<file path="src/rtl/irq_wake_pkg.sv">
package irq_wake_pkg;
  localparam int unsigned NSRC  = 5;
  localparam int unsigned LVL_W = 3;

  // source index order on src_i and in register fields
  localparam int unsigned S_REQ6  = 0;
  localparam int unsigned S_PEN   = 1;
  localparam int unsigned S_SPIS  = 2;
  localparam int unsigned S_TMR1  = 3;
  localparam int unsigned S_REQ7  = 4;

  localparam logic [3:0] OFS_MASK  = 4'h0;
  localparam logic [3:0] OFS_WEN   = 4'h4;
  localparam logic [3:0] OFS_STAT  = 4'h8;
  localparam logic [3:0] OFS_VBASE = 4'hC;

  function automatic logic [LVL_W-1:0] src_level(input int unsigned idx);
    case (idx)
      S_REQ7:  return 3'd7;
      S_REQ6:  return 3'd6;
      S_PEN:   return 3'd5;
      S_SPIS:  return 3'd4;
      S_TMR1:  return 3'd3;
      default: return 3'd0;
    endcase
  endfunction
endpackage

</file>
<file path="src/rtl/irq_wake_regs.sv">
module irq_wake_regs
  import irq_wake_pkg::*;
#(
  parameter int unsigned DATA_W  = 32,
  parameter int unsigned ADDR_W  = 4,
  parameter int unsigned SRC_LSB = 19,
  parameter int unsigned VEC_W   = 8
) (
  input  logic              clk_i,
  input  logic              rst_ni,
  input  logic              wr_en_i,
  input  logic [ADDR_W-1:0] addr_i,
  input  logic [DATA_W-1:0] wdata_i,
  input  logic [NSRC-1:0]   src_i,
  output logic [NSRC-1:0]   mask_o,
  output logic [NSRC-1:0]   wen_o,
  output logic [VEC_W-1:LVL_W] vbase_o,
  output logic [DATA_W-1:0] rdata_o
);
  localparam int unsigned SRC_MSB = SRC_LSB + NSRC - 1;

  logic [NSRC-1:0]        mask_q, wen_q;
  logic [VEC_W-1:LVL_W]   vbase_q;
  logic                   hit_mask, hit_wen, hit_stat, hit_vbase;

  assign hit_mask  = addr_i == ADDR_W'(OFS_MASK);
  assign hit_wen   = addr_i == ADDR_W'(OFS_WEN);
  assign hit_stat  = addr_i == ADDR_W'(OFS_STAT);
  assign hit_vbase = addr_i == ADDR_W'(OFS_VBASE);

  always_ff @(posedge clk_i or negedge rst_ni) begin
    if (!rst_ni) begin
      mask_q  <= '1;
      wen_q   <= '1;
      vbase_q <= '0;
    end else if (wr_en_i) begin
      if (hit_mask)  mask_q  <= wdata_i[SRC_MSB:SRC_LSB];
      if (hit_wen)   wen_q   <= wdata_i[SRC_MSB:SRC_LSB];
      if (hit_vbase) vbase_q <= wdata_i[VEC_W-1:LVL_W];
    end
  end

  always_comb begin
    rdata_o = '0;
    if (hit_mask)  rdata_o[SRC_MSB:SRC_LSB] = mask_q;
    if (hit_wen)   rdata_o[SRC_MSB:SRC_LSB] = wen_q;
    if (hit_stat)  rdata_o[SRC_MSB:SRC_LSB] = src_i;
    if (hit_vbase) rdata_o[VEC_W-1:LVL_W]   = vbase_q;
  end

  assign mask_o  = mask_q;
  assign wen_o   = wen_q;
  assign vbase_o = vbase_q;
endmodule

</file>
<file path="src/rtl/irq_wake_prio.sv">
module irq_wake_prio
  import irq_wake_pkg::*;
(
  input  logic [NSRC-1:0]  pend_i,
  output logic [LVL_W-1:0] level_o
);
  logic [LVL_W-1:0] lvl_tab [NSRC];

  for (genvar g = 0; g < NSRC; g++) begin : g_lvl
    assign lvl_tab[g] = pend_i[g] ? src_level(g) : '0;
  end

  always_comb begin
    level_o = '0;
    for (int i = 0; i < NSRC; i++) begin
      if (lvl_tab[i] > level_o) level_o = lvl_tab[i];
    end
  end
endmodule

</file>
<file path="src/rtl/irq_wake_out.sv">
module irq_wake_out
  import irq_wake_pkg::*;
#(
  parameter int unsigned VEC_W = 8
) (
  input  logic                 clk_i,
  input  logic                 rst_ni,
  input  logic [LVL_W-1:0]     level_i,
  input  logic                 wake_i,
  input  logic                 iack_i,
  input  logic [VEC_W-1:LVL_W] vbase_i,
  output logic [LVL_W-1:0]     level_o,
  output logic                 wake_o,
  output logic [VEC_W-1:0]     vector_o,
  output logic                 vack_o
);
  always_ff @(posedge clk_i or negedge rst_ni) begin
    if (!rst_ni) begin
      level_o  <= '0;
      wake_o   <= 1'b0;
      vector_o <= '0;
      vack_o   <= 1'b0;
    end else begin
      level_o <= level_i;
      wake_o  <= wake_i;
      vack_o  <= iack_i;
      // vector carries the level already presented to the core
      if (iack_i) vector_o <= {vbase_i, level_o};
    end
  end
endmodule

</file>
<file path="src/rtl/irq_wake_ctrl.sv">
module irq_wake_ctrl
  import irq_wake_pkg::*;
#(
  parameter int unsigned DATA_W  = 32,
  parameter int unsigned ADDR_W  = 4,
  parameter int unsigned SRC_LSB = 19,
  parameter int unsigned VEC_W   = 8
) (
  input  logic              clk_i,
  input  logic              rst_ni,
  input  logic [NSRC-1:0]   src_i,
  input  logic              wr_en_i,
  input  logic [ADDR_W-1:0] addr_i,
  input  logic [DATA_W-1:0] wdata_i,
  output logic [DATA_W-1:0] rdata_o,
  output logic [LVL_W-1:0]  irq_level_o,
  input  logic              iack_i,
  output logic [VEC_W-1:0]  vector_o,
  output logic              vack_o,
  output logic              wake_o
);
  logic [NSRC-1:0]        mask_q, wen_q;
  logic [VEC_W-1:LVL_W]   vbase_q;
  logic [LVL_W-1:0]       level_d;

  irq_wake_regs #(
    .DATA_W(DATA_W), .ADDR_W(ADDR_W), .SRC_LSB(SRC_LSB), .VEC_W(VEC_W)
  ) u_regs (
    .clk_i   (clk_i),
    .rst_ni  (rst_ni),
    .wr_en_i (wr_en_i),
    .addr_i  (addr_i),
    .wdata_i (wdata_i),
    .src_i   (src_i),
    .mask_o  (mask_q),
    .wen_o   (wen_q),
    .vbase_o (vbase_q),
    .rdata_o (rdata_o)
  );

  irq_wake_prio u_prio (
    .pend_i  (src_i & ~mask_q),
    .level_o (level_d)
  );

  irq_wake_out #(.VEC_W(VEC_W)) u_out (
    .clk_i    (clk_i),
    .rst_ni   (rst_ni),
    .level_i  (level_d),
    .wake_i   (|(src_i & wen_q)),
    .iack_i   (iack_i),
    .vbase_i  (vbase_q),
    .level_o  (irq_level_o),
    .wake_o   (wake_o),
    .vector_o (vector_o),
    .vack_o   (vack_o)
  );
endmodule

</file>
<file path="config.mk">
export PLATFORM = sky130hd
export DESIGN_NAME = irq_wake_ctrl
export DESIGN_NICKNAME = d
export VERILOG_FILES = /design/src/rtl/irq_wake_pkg.sv /design/src/rtl/irq_wake_regs.sv /design/src/rtl/irq_wake_prio.sv /design/src/rtl/irq_wake_out.sv /design/src/rtl/irq_wake_ctrl.sv
export SDC_FILE = /design/constraint.sdc
export NUM_CORES = 1
export LEC_CHECK = 0
export BUFFER_PORTS_ARGS = -buffer_cell sky130_fd_sc_hd__buf_4
export CAP_MARGIN = 10
export CORE_AREA = 2 2 58 81
export CTS_BUF_LIST = sky130_fd_sc_hd__clkbuf_16
export DETAILED_ROUTE_END_ITERATION = 8
export DIE_AREA = 0 0 60 83
export PLACE_DENSITY = 0.83
export SLEW_MARGIN = 20
export SYNTH_ARGS = -nofsm -noshare
export SYNTH_HDL_FRONTEND = slang
export SYNTH_SLANG_ARGS = --single-unit
</file>
<file path="constraint.sdc">
create_clock -name clk_i -period 3 [get_ports clk_i]
set_input_delay 0 -clock clk_i [delete_from_list [all_inputs] [get_ports clk_i]]
set_output_delay 0 -clock clk_i [all_outputs]
set_load 0.02 [all_outputs]
</file>
==> results of run 1 <==
[layout make-up]
cell class / count / share of cell area, %
flip-flops and latches: 28 / 33.16
clock buffers: 3 / 3.490
clock inverters: 1 / 0.1745
multi-input cells: 105 / 36.82
well taps: 60 / 3.490
repair buffers: 58 / 21.64
inverters: 7 / 1.222
[through the flow]
stage	total power, mW	instance area [sq um]	hold WS (ns)
after floorplan	0.8785	1724	-0.2956
after global placement	1.015	1952	-0.07181
after detailed placement	1.033	1952	-0.06470
after CTS	1.350	2151	0.0005407
after global routing	1.419	2151	0.02022
final	1.336	2151	0.005123
[final timing paths]
kind | to | slack, ns
hold reg to reg | u_out.vector_o[3]$_DFFE_PN0P_ | 0.51
hold / removal | u_out.wake_o$_DFF_PN0_ | 0.005
setup reg to reg | u_out.level_o[0]$_DFF_PN0_ | 0.46
min in group asynchronous | u_out.vector_o[0]$_DFFE_PN0P_ | 0.20
max in group asynchronous | u_regs.wen_o[1]$_DFFE_PN1P_ | 2.50
setup / recovery | u_out.level_o[0]$_DFF_PN0_ | 0.46
[where the power goes]
| group | internal [mW] | total (mW) | switching, mW |
|---|---|---|---|
| logic | 0.235 | 0.470 | 0.236 |
| registers | 0.503 | 0.563 | 0.0591 |
| clock network | 0.179 | 0.303 | 0.124 |
[flip-flops by register name, summed over array words and instances, names as in the netlist]
name            count
u_out.vack_o        1
u_out.vector_o      8
u_regs.wen_o        5
u_out.level_o       3
u_out.wake_o        1
u_regs.mask_o       5
u_regs.vbase_o      5
[what timing repair did]
| item | CTS | global route |
|---|---|---|
| buffers inserted | 0 | 0 |
| hold endpoints to repair | 44 | 0 |
| hold buffers | 12 | 0 |
| endpoints found under the setup margin | 0 | 0 |
[layout by cell type, fill, tap and decap left out, types with 5 or more instances in the layout]
cell / synthesis / final
conb_1: 1 / 22
nor3_1: 5 / 5
dfstp_2: 10 / 10
buf_4: 23 / 46
and2_2: 5 / 5
nand2_1: 6 / 6
inv_1: 7 / 7
mux2i_1: 5 / 5
mux2_4: 8 / 8
ha_1: 6 / 6
dlygate4sd3_1: 0 / 12
nor2_1: 5 / 5
dfrtp_1: 18 / 18
mux2_2: 13 / 13
a21oi_1: 7 / 7
[kinds of logic (layout without fill, tap and decap cells)]
kind of cell,Yosys count,in the layout,share of synthesized area (%)
adder cells (fa/ha/maj),6,6,4.563
multiplexers,26,26,19.24
buffers and inverters,33,69,13.31
AO/OA/AOI/OAI,17,17,6.844
flip-flops,28,28,43.35
other,1,22,0.2279
AND/OR/NAND/NOR,34,34,12.47
[metal layers]
| layer | wire [microns] | share of wire (%) |
|---|---|---|
| met5 | 0 | 0 |
| met4 | 44 | 1.4 |
| met3 | 178 | 5.8 |
| met2 | 1603 | 53 |
| met1 | 1224 | 40 |
[synthesized netlist by cell type (all sizes together) (2+ instances only)]
cell type	number	share of area, %
nand2	7	2.1
ha	6	4.6
a21oi	7	2.1
nor2b	2	0.76
nor3	5	1.5
nand2b	2	0.76
o21ai	3	0.91
dfrtp	18	27
inv	7	1.6
a31oi	2	0.76
clkbuf	2	0.53
dfstp	10	16
nor2	6	1.5
mux2i	5	3.0
and2	6	2.7
buf	24	11
mux2	21	16
[worst min-delay path, stage by stage]
cell and delay [ns]:
buf_4 0.09, a22oi_1 0.06, nand2_1 0.08
==> results.sh, run 1 <==
export IMPL_cp_slowest_cell="dfstp_2"
export IMPL_slew_viol_final=0
export IMPL_clock_skew_ns=0.002384
export IMPL_grt_overflow_total=0
export IMPL_drv_cap=0
export IMPL_cts_tree="yes"
export IMPL_drt_first_iter_violations=25
export IMPL_cp_max_fo=4
export IMPL_die_area_sq_um=4980
export IMPL_io_pins=90
export IMPL_chipHeight_microns=83
export IMPL_power_per_cell_area_nw_per_um2=620.9
export IMPL_layout_setup_ws_ns=0.4573
export IMPL_peakVddDrop_uv=314.5
export IMPL_fin_util_pct=50.74
export IMPL_arrival_ns=2.68
export IMPL_cts_inserted_buffers=3
export IMPL_num_vias=1164
export IMPL_cts_root_buf="clkbuf_16"
export IMPL_totalNegativeSetupSlack_ns=0
export IMPL_num_antenna_cells=0
export IMPL_grt_met1_usage_pct=15.73
export IMPL_regArea_sq_um=713.2
export IMPL_rsz0062_at_grt="false"
export IMPL_r2r_start="u_regs.mask_o[0]$_DFFE_PN1P_"
export IMPL_status="finished clean"
export IMPL_wl_microns=3050
export IMPL_worst_path_stages=13
export IMPL_crit_type="reg -> reg"
export IMPL_area_growth_pct=30.72
export IMPL_grt_first_pass_wirelength_microns=5126
export IMPL_max_freq_mhz=393.3
export IMPL_crit_path_max_incr_delay_ns=0.53
export IMPL_crit_buf_inv=2
export IMPL_cp_required_ns=3.14
export IMPL_setup_viol=0
export IMPL_final_cells=262
export IMPL_numPortBuffers=45
export IMPL_antenna_found_initial=0
export IMPL_synth_warnings=0
export IMPL_dpl_cell_count=246
export IMPL_clk_latency_ns=0.26
export IMPL_hp_class="in -> reg"
export IMPL_grt_start_max_net_pins=29
export IMPL_vias_per_cell=4.443
export IMPL_critical_path_cell_chain="inv_1 -> nand2_1 -> nand2_1 -> inv_1 -> ha_1 -> a21oi_1 -> o211ai_1 -> and2_1 -> ha_1 -> nand2b_1 -> a21oi_1 -> o21ai_0 -> a31oi_1"
export IMPL_whs_path_depth=3
export IMPL_power_leakage_nw=1.068
export IMPL_yosys_most_used_dff="dfrtp_1"
export IMPL_critPathLaunchType="register"
export IMPL_clock_sinks=28
export IMPL_fillerInstances=388
export IMPL_cts_htree_levels=1
export IMPL_place_congestion=0.7926
export IMPL_drive_gt1_share_pct=44.06
export IMPL_die_w_microns=60
export IMPL_worstRegToRegCells=13
export IMPL_place_hpwl_microns=2396
export IMPL_top_usage_layer="met2"
export IMPL_synth_edf_count=0
export IMPL_fin_crit_ns=2.543
export IMPL_hold_viol_final=0
export IMPL_dp_slack_ns=0.4456
export IMPL_async_reset_ff_share_pct=100.0
export IMPL_drt_first_pass_iters=6
export IMPL_syn_inst=145
export IMPL_cts_buffer_depth=2
export IMPL_synth_seq_area_share_pct=43.35
export IMPL_use_met3_pct=2.025
export IMPL_syn_cell_area_sq_um=1645
export IMPL_finalCritPeriodShare_pct=84.76
export IMPL_wl_per_cell_microns=11.64
export IMPL_cts_resized=0
export IMPL_layout_nets=254
export IMPL_drc=0
export IMPL_critPathLaunch="u_regs.mask_o[0]$_DFFE_PN1P_"
export IMPL_cpLargestDelayFamily="compound AO/OA/AOI/OAI gates"
export IMPL_multi_input_area_sq_um=792.0
export IMPL_cts_clk_slew_worst_paths_ns=0.07
export IMPL_yosys_register_bits=28
export IMPL_antenna_left=0
export IMPL_core_area_sq_um=4239
export IMPL_rows=28
export IMPL_grt_util_met2_pct=23.02
export IMPL_end_kind="register"
export IMPL_start_util_pct=38.81
export IMPL_hp_start="src_i[1]"
export IMPL_avgSynthCellArea_sq_um=11.35
export IMPL_grt_use_total_pct=13.23
export IMPL_synth_cell_type_count=35
export IMPL_grt_pass1_vias=1140
Power figures use the tool's default switching activity.
==> inputs of run 2 (changes only) <==
--- a/config.mk
+++ b/config.mk
@@ -5,12 +5,13 @@
 export SDC_FILE = /design/constraint.sdc
 export NUM_CORES = 1
 export LEC_CHECK = 0
+export ABC_AREA = 1
 export BUFFER_PORTS_ARGS = -buffer_cell sky130_fd_sc_hd__buf_4
 export CAP_MARGIN = 10
-export CORE_AREA = 2 2 58 81
+export CORE_AREA = 2 2 57 81
 export CTS_BUF_LIST = sky130_fd_sc_hd__clkbuf_16
 export DETAILED_ROUTE_END_ITERATION = 8
-export DIE_AREA = 0 0 60 83
+export DIE_AREA = 0 0 59 83
 export PLACE_DENSITY = 0.83
 export SLEW_MARGIN = 20
 export SYNTH_ARGS = -nofsm -noshare
==> constraint.sdc (replaced) <==
create_clock -name clk_i -period 2.5 [get_ports clk_i]
set_input_delay 0 -clock clk_i [delete_from_list [all_inputs] [get_ports clk_i]]
set_output_delay 0 -clock clk_i [all_outputs]
set_load 0.02 [all_outputs]
==> run 2 against run 1 <==
Compared with the run above: final cell count grew 14%; die area decreased by 1.7%; routed wire length up 5.4%; core utilization grew 1.7 points; first-iteration DRC count grew 120%; hold slack better by 0.0017 ns; global-route usage grew 0.18 points; highest routed layer unchanged; combinational power grew 13%; sequential cell count unchanged; area after synthesis is 1.9% lower.
==> results.sh, run 2 <==
export IMPL_p_seq_share_pct=41.7
export IMPL_cp_required_ns=2.65
export IMPL_worstRegToRegCells=16
export IMPL_grt_start_max_net_pins=29
export IMPL_vias_per_cell=4.528
export IMPL_status="finished clean"
export IMPL_synth_warnings=0
export IMPL_chipHeight_microns=83
export IMPL_drive_gt1_share_pct=34.25
export IMPL_drv_cap=0
export IMPL_die_w_microns=59
export IMPL_arrival_ns=2.45
export IMPL_drc=0
export IMPL_max_freq_mhz=434.2
export IMPL_layout_common_cells="buf_4, nand2_1, inv_1"
export IMPL_clk_latency_ns=0.26
export IMPL_setup_viol=0
export IMPL_cts_buffer_depth=2
export IMPL_async_reset_ff_share_pct=100.0
export IMPL_peakVddDrop_uv=302.5
export IMPL_clock_sinks=28
export IMPL_synth_most_common_cell="nand2_1"
export IMPL_cts_htree_levels=1
export IMPL_drt_first_iter_violations=55
export IMPL_hold_worst_slack_ns=0.006830
export IMPL_critPathLaunchType="register"
export IMPL_wl_microns=3216
export IMPL_syn_cell_area_sq_um=1614
export IMPL_p_int_mw=1.016
export IMPL_cts_root_buf="clkbuf_16"
export IMPL_fillerInstances=399
export IMPL_synth_seq_area_share_pct=44.19
export IMPL_die_area_sq_um=4897
export IMPL_whs_path_depth=3
export IMPL_end_kind="register"
export IMPL_hold_end="u_out.wake_o$_DFF_PN0_"
export IMPL_layout_nets=306
export IMPL_p_clk_share_pct=23.4
export IMPL_fin_crit_ns=2.303
export IMPL_io_pins=90
export IMPL_p_comb_share_pct=35.0
export IMPL_place_hpwl_microns=2444
export IMPL_crit_type="reg -> reg"
export IMPL_num_antenna_cells=0
export IMPL_clock_skew_ns=0.001868
export IMPL_avgSynthCellArea_sq_um=8.363
export IMPL_switchingPower_mw=0.4982
export IMPL_syn_inst=193
export IMPL_final_common_cell="buf_4"
export IMPL_yosysTopAreaCellShare_pct=27.91
export IMPL_slew_viol_final=0
export IMPL_finalCritPeriodShare_pct=92.13
export IMPL_antenna_found_initial=0
export IMPL_num_vias=1354
export IMPL_core_area_sq_um=4134
export IMPL_yosys_most_used_dff="dfrtp_1"
export IMPL_synth_cell_type_count=24
export IMPL_reg2reg_slack_ns=0.20
export IMPL_grt_pass1_vias=1235
export IMPL_cts_tree="yes"
export IMPL_hp_class="in -> reg"
export IMPL_cts_inserted_buffers=3
export IMPL_numPortBuffers=45
export IMPL_rows=28
export IMPL_place_congestion=0.8047
export IMPL_r2r_start="u_regs.mask_o[0]$_DFFE_PN1P_"
export IMPL_hp_start="src_i[2]"
export IMPL_synth_edf_count=0
export IMPL_top_register="u_out.vector_o"
export IMPL_area_growth_pct=34.19
export IMPL_cp_max_fo=4
export IMPL_wl_per_cell_microns=10.76
export IMPL_hold_viol_final=0
export IMPL_largest_reg_flops=8
export IMPL_power_leakage_nw=1.138
export IMPL_grt_overflow_total=0
export IMPL_antenna_left=0
export IMPL_start_util_pct=39.04
export IMPL_regToRegEndpoint="u_out.level_o[0]$_DFF_PN0_"
export IMPL_cts_clk_slew_worst_paths_ns=0.06
export IMPL_yosys_register_bits=28
export IMPL_grt_first_pass_wirelength_microns=5147
export IMPL_grt_use_total_pct=13.41
export IMPL_sw_frac_of_total_pct=32.91
export IMPL_fin_util_pct=52.39
export IMPL_synth_area_leader_cell="dfrtp_1"
export IMPL_power_per_cell_area_nw_per_um2=698.9
export IMPL_ys_top_cells_by_area="dfrtp_1, dfstp_2, buf_4"
export IMPL_drt_first_pass_iters=4
export IMPL_synth_top_cells_by_count="nand2_1, buf_4, inv_1"
==> run 2: changes by cell type after synthesis, sizes merged, moves of 8 or more <==
cell,before,now
nand2,7,46
nor2,6,17
o21ai,3,11
mux2,21,3
nand3,0,8
inv,7,30
==> run 2: what timing repair did <==
action / 4_1_cts / 5_1_grt
resized for setup: 0 / 8
endpoints found under the hold margin: 45 / 0
hold buffers: 13 / 0
setup endpoints to repair: 0 / 2
buffers inserted: 0 / 1
==> run 2: layout make-up <==
cell class,instances,area [sq um],area share [%]
clock inverter,1,3.754,0.1733
inverter,30,112.6,5.199
clock buffer,3,75.07,3.466
multi-input combinational,133,729.5,33.68
sequential,28,713.2,32.93
tap,45,56.30,2.600
timing repair buffer,59,475.5,21.95
==> run 2: worst max-delay path, cell delays in order (launching register included) <==
cell and delay [ns]:
dfstp_2 0.53, inv_1 0.05, nand2_2 0.10, nand3_2 0.08
inv_1 0.06, ha_1 0.21, nand2_1 0.06, a21boi_2 0.15
nand2_1 0.09, nand2_2 0.08, nand2_2 0.06, ha_4 0.27
nand2_1 0.06, o21ai_2 0.17, nand2_2 0.07, nand3_1 0.08
nand2_1 0.06
==> run 2: worst max path at each step <==
stage / from / endpoint / slack [ns] / cells after the start
floorplan: u_regs.mask_o[0]$_DFFE_PN1P_ / u_out.level_o[0]$_DFF_PN0_ / 0.29 / 16
global route: u_regs.mask_o[0]$_DFFE_PN1P_ / u_out.level_o[1]$_DFF_PN0_ / -0.01 / 16
finish: u_regs.mask_o[0]$_DFFE_PN1P_ / u_out.level_o[0]$_DFF_PN0_ / 0.20 / 16
global placement: u_regs.mask_o[0]$_DFFE_PN1P_ / u_out.level_o[1]$_DFF_PN0_ / 0.13 / 16
detailed placement: u_regs.mask_o[0]$_DFFE_PN1P_ / u_out.level_o[0]$_DFF_PN0_ / 0.06 / 16
CTS: u_regs.mask_o[0]$_DFFE_PN1P_ / u_out.level_o[0]$_DFF_PN0_ / 0.04 / 16
==> run 2: routing by layer <==
metal	global-route usage [%]	share of wire [%]	vias up
met2	23.94	53	58
met3	2.025	5.6	6
met4	7.025	2.4	0
met1	14.48	39	605
met5	0	0	-
li1	-	-	685
==> run 2: logic make-up (layout without fill, tap and decap cells) <==
family | after synthesis | count (layout) | synth area share, %
other cells | 1 | 22 | 0.2323
flops | 28 | 28 | 44.19
buf+inv | 53 | 93 | 17.52
fa+ha+maj | 6 | 6 | 4.651
simple gates | 74 | 74 | 21.63
compound gates | 28 | 28 | 9.690
mux | 3 | 3 | 2.093
==> run 2: power by group through the flow <==
stage	clock (mW)	sequential [mW]	combinational, mW
floorplan	0	0.700	0.266
global placement	0	0.637	0.475
detailed placement	0	0.639	0.489
CTS	0.376	0.631	0.506
global route	0.389	0.645	0.588
finish	0.354	0.631	0.529
==> run 2: per-stage QoR <==
step	power (mW)	worst slack, ns	setup TNS (ns)	instances	cell area, sq um
after global placement	1.112	0.1303	0	281	1917
after detailed placement	1.128	0.05989	0	281	1917
after global routing	1.623	-0.01056	-0.01714	299	2166
after floorplan	0.9661	0.2861	0	214	1693
after CTS	1.513	0.04497	0	298	2126
final	1.514	0.1967	0	299	2166
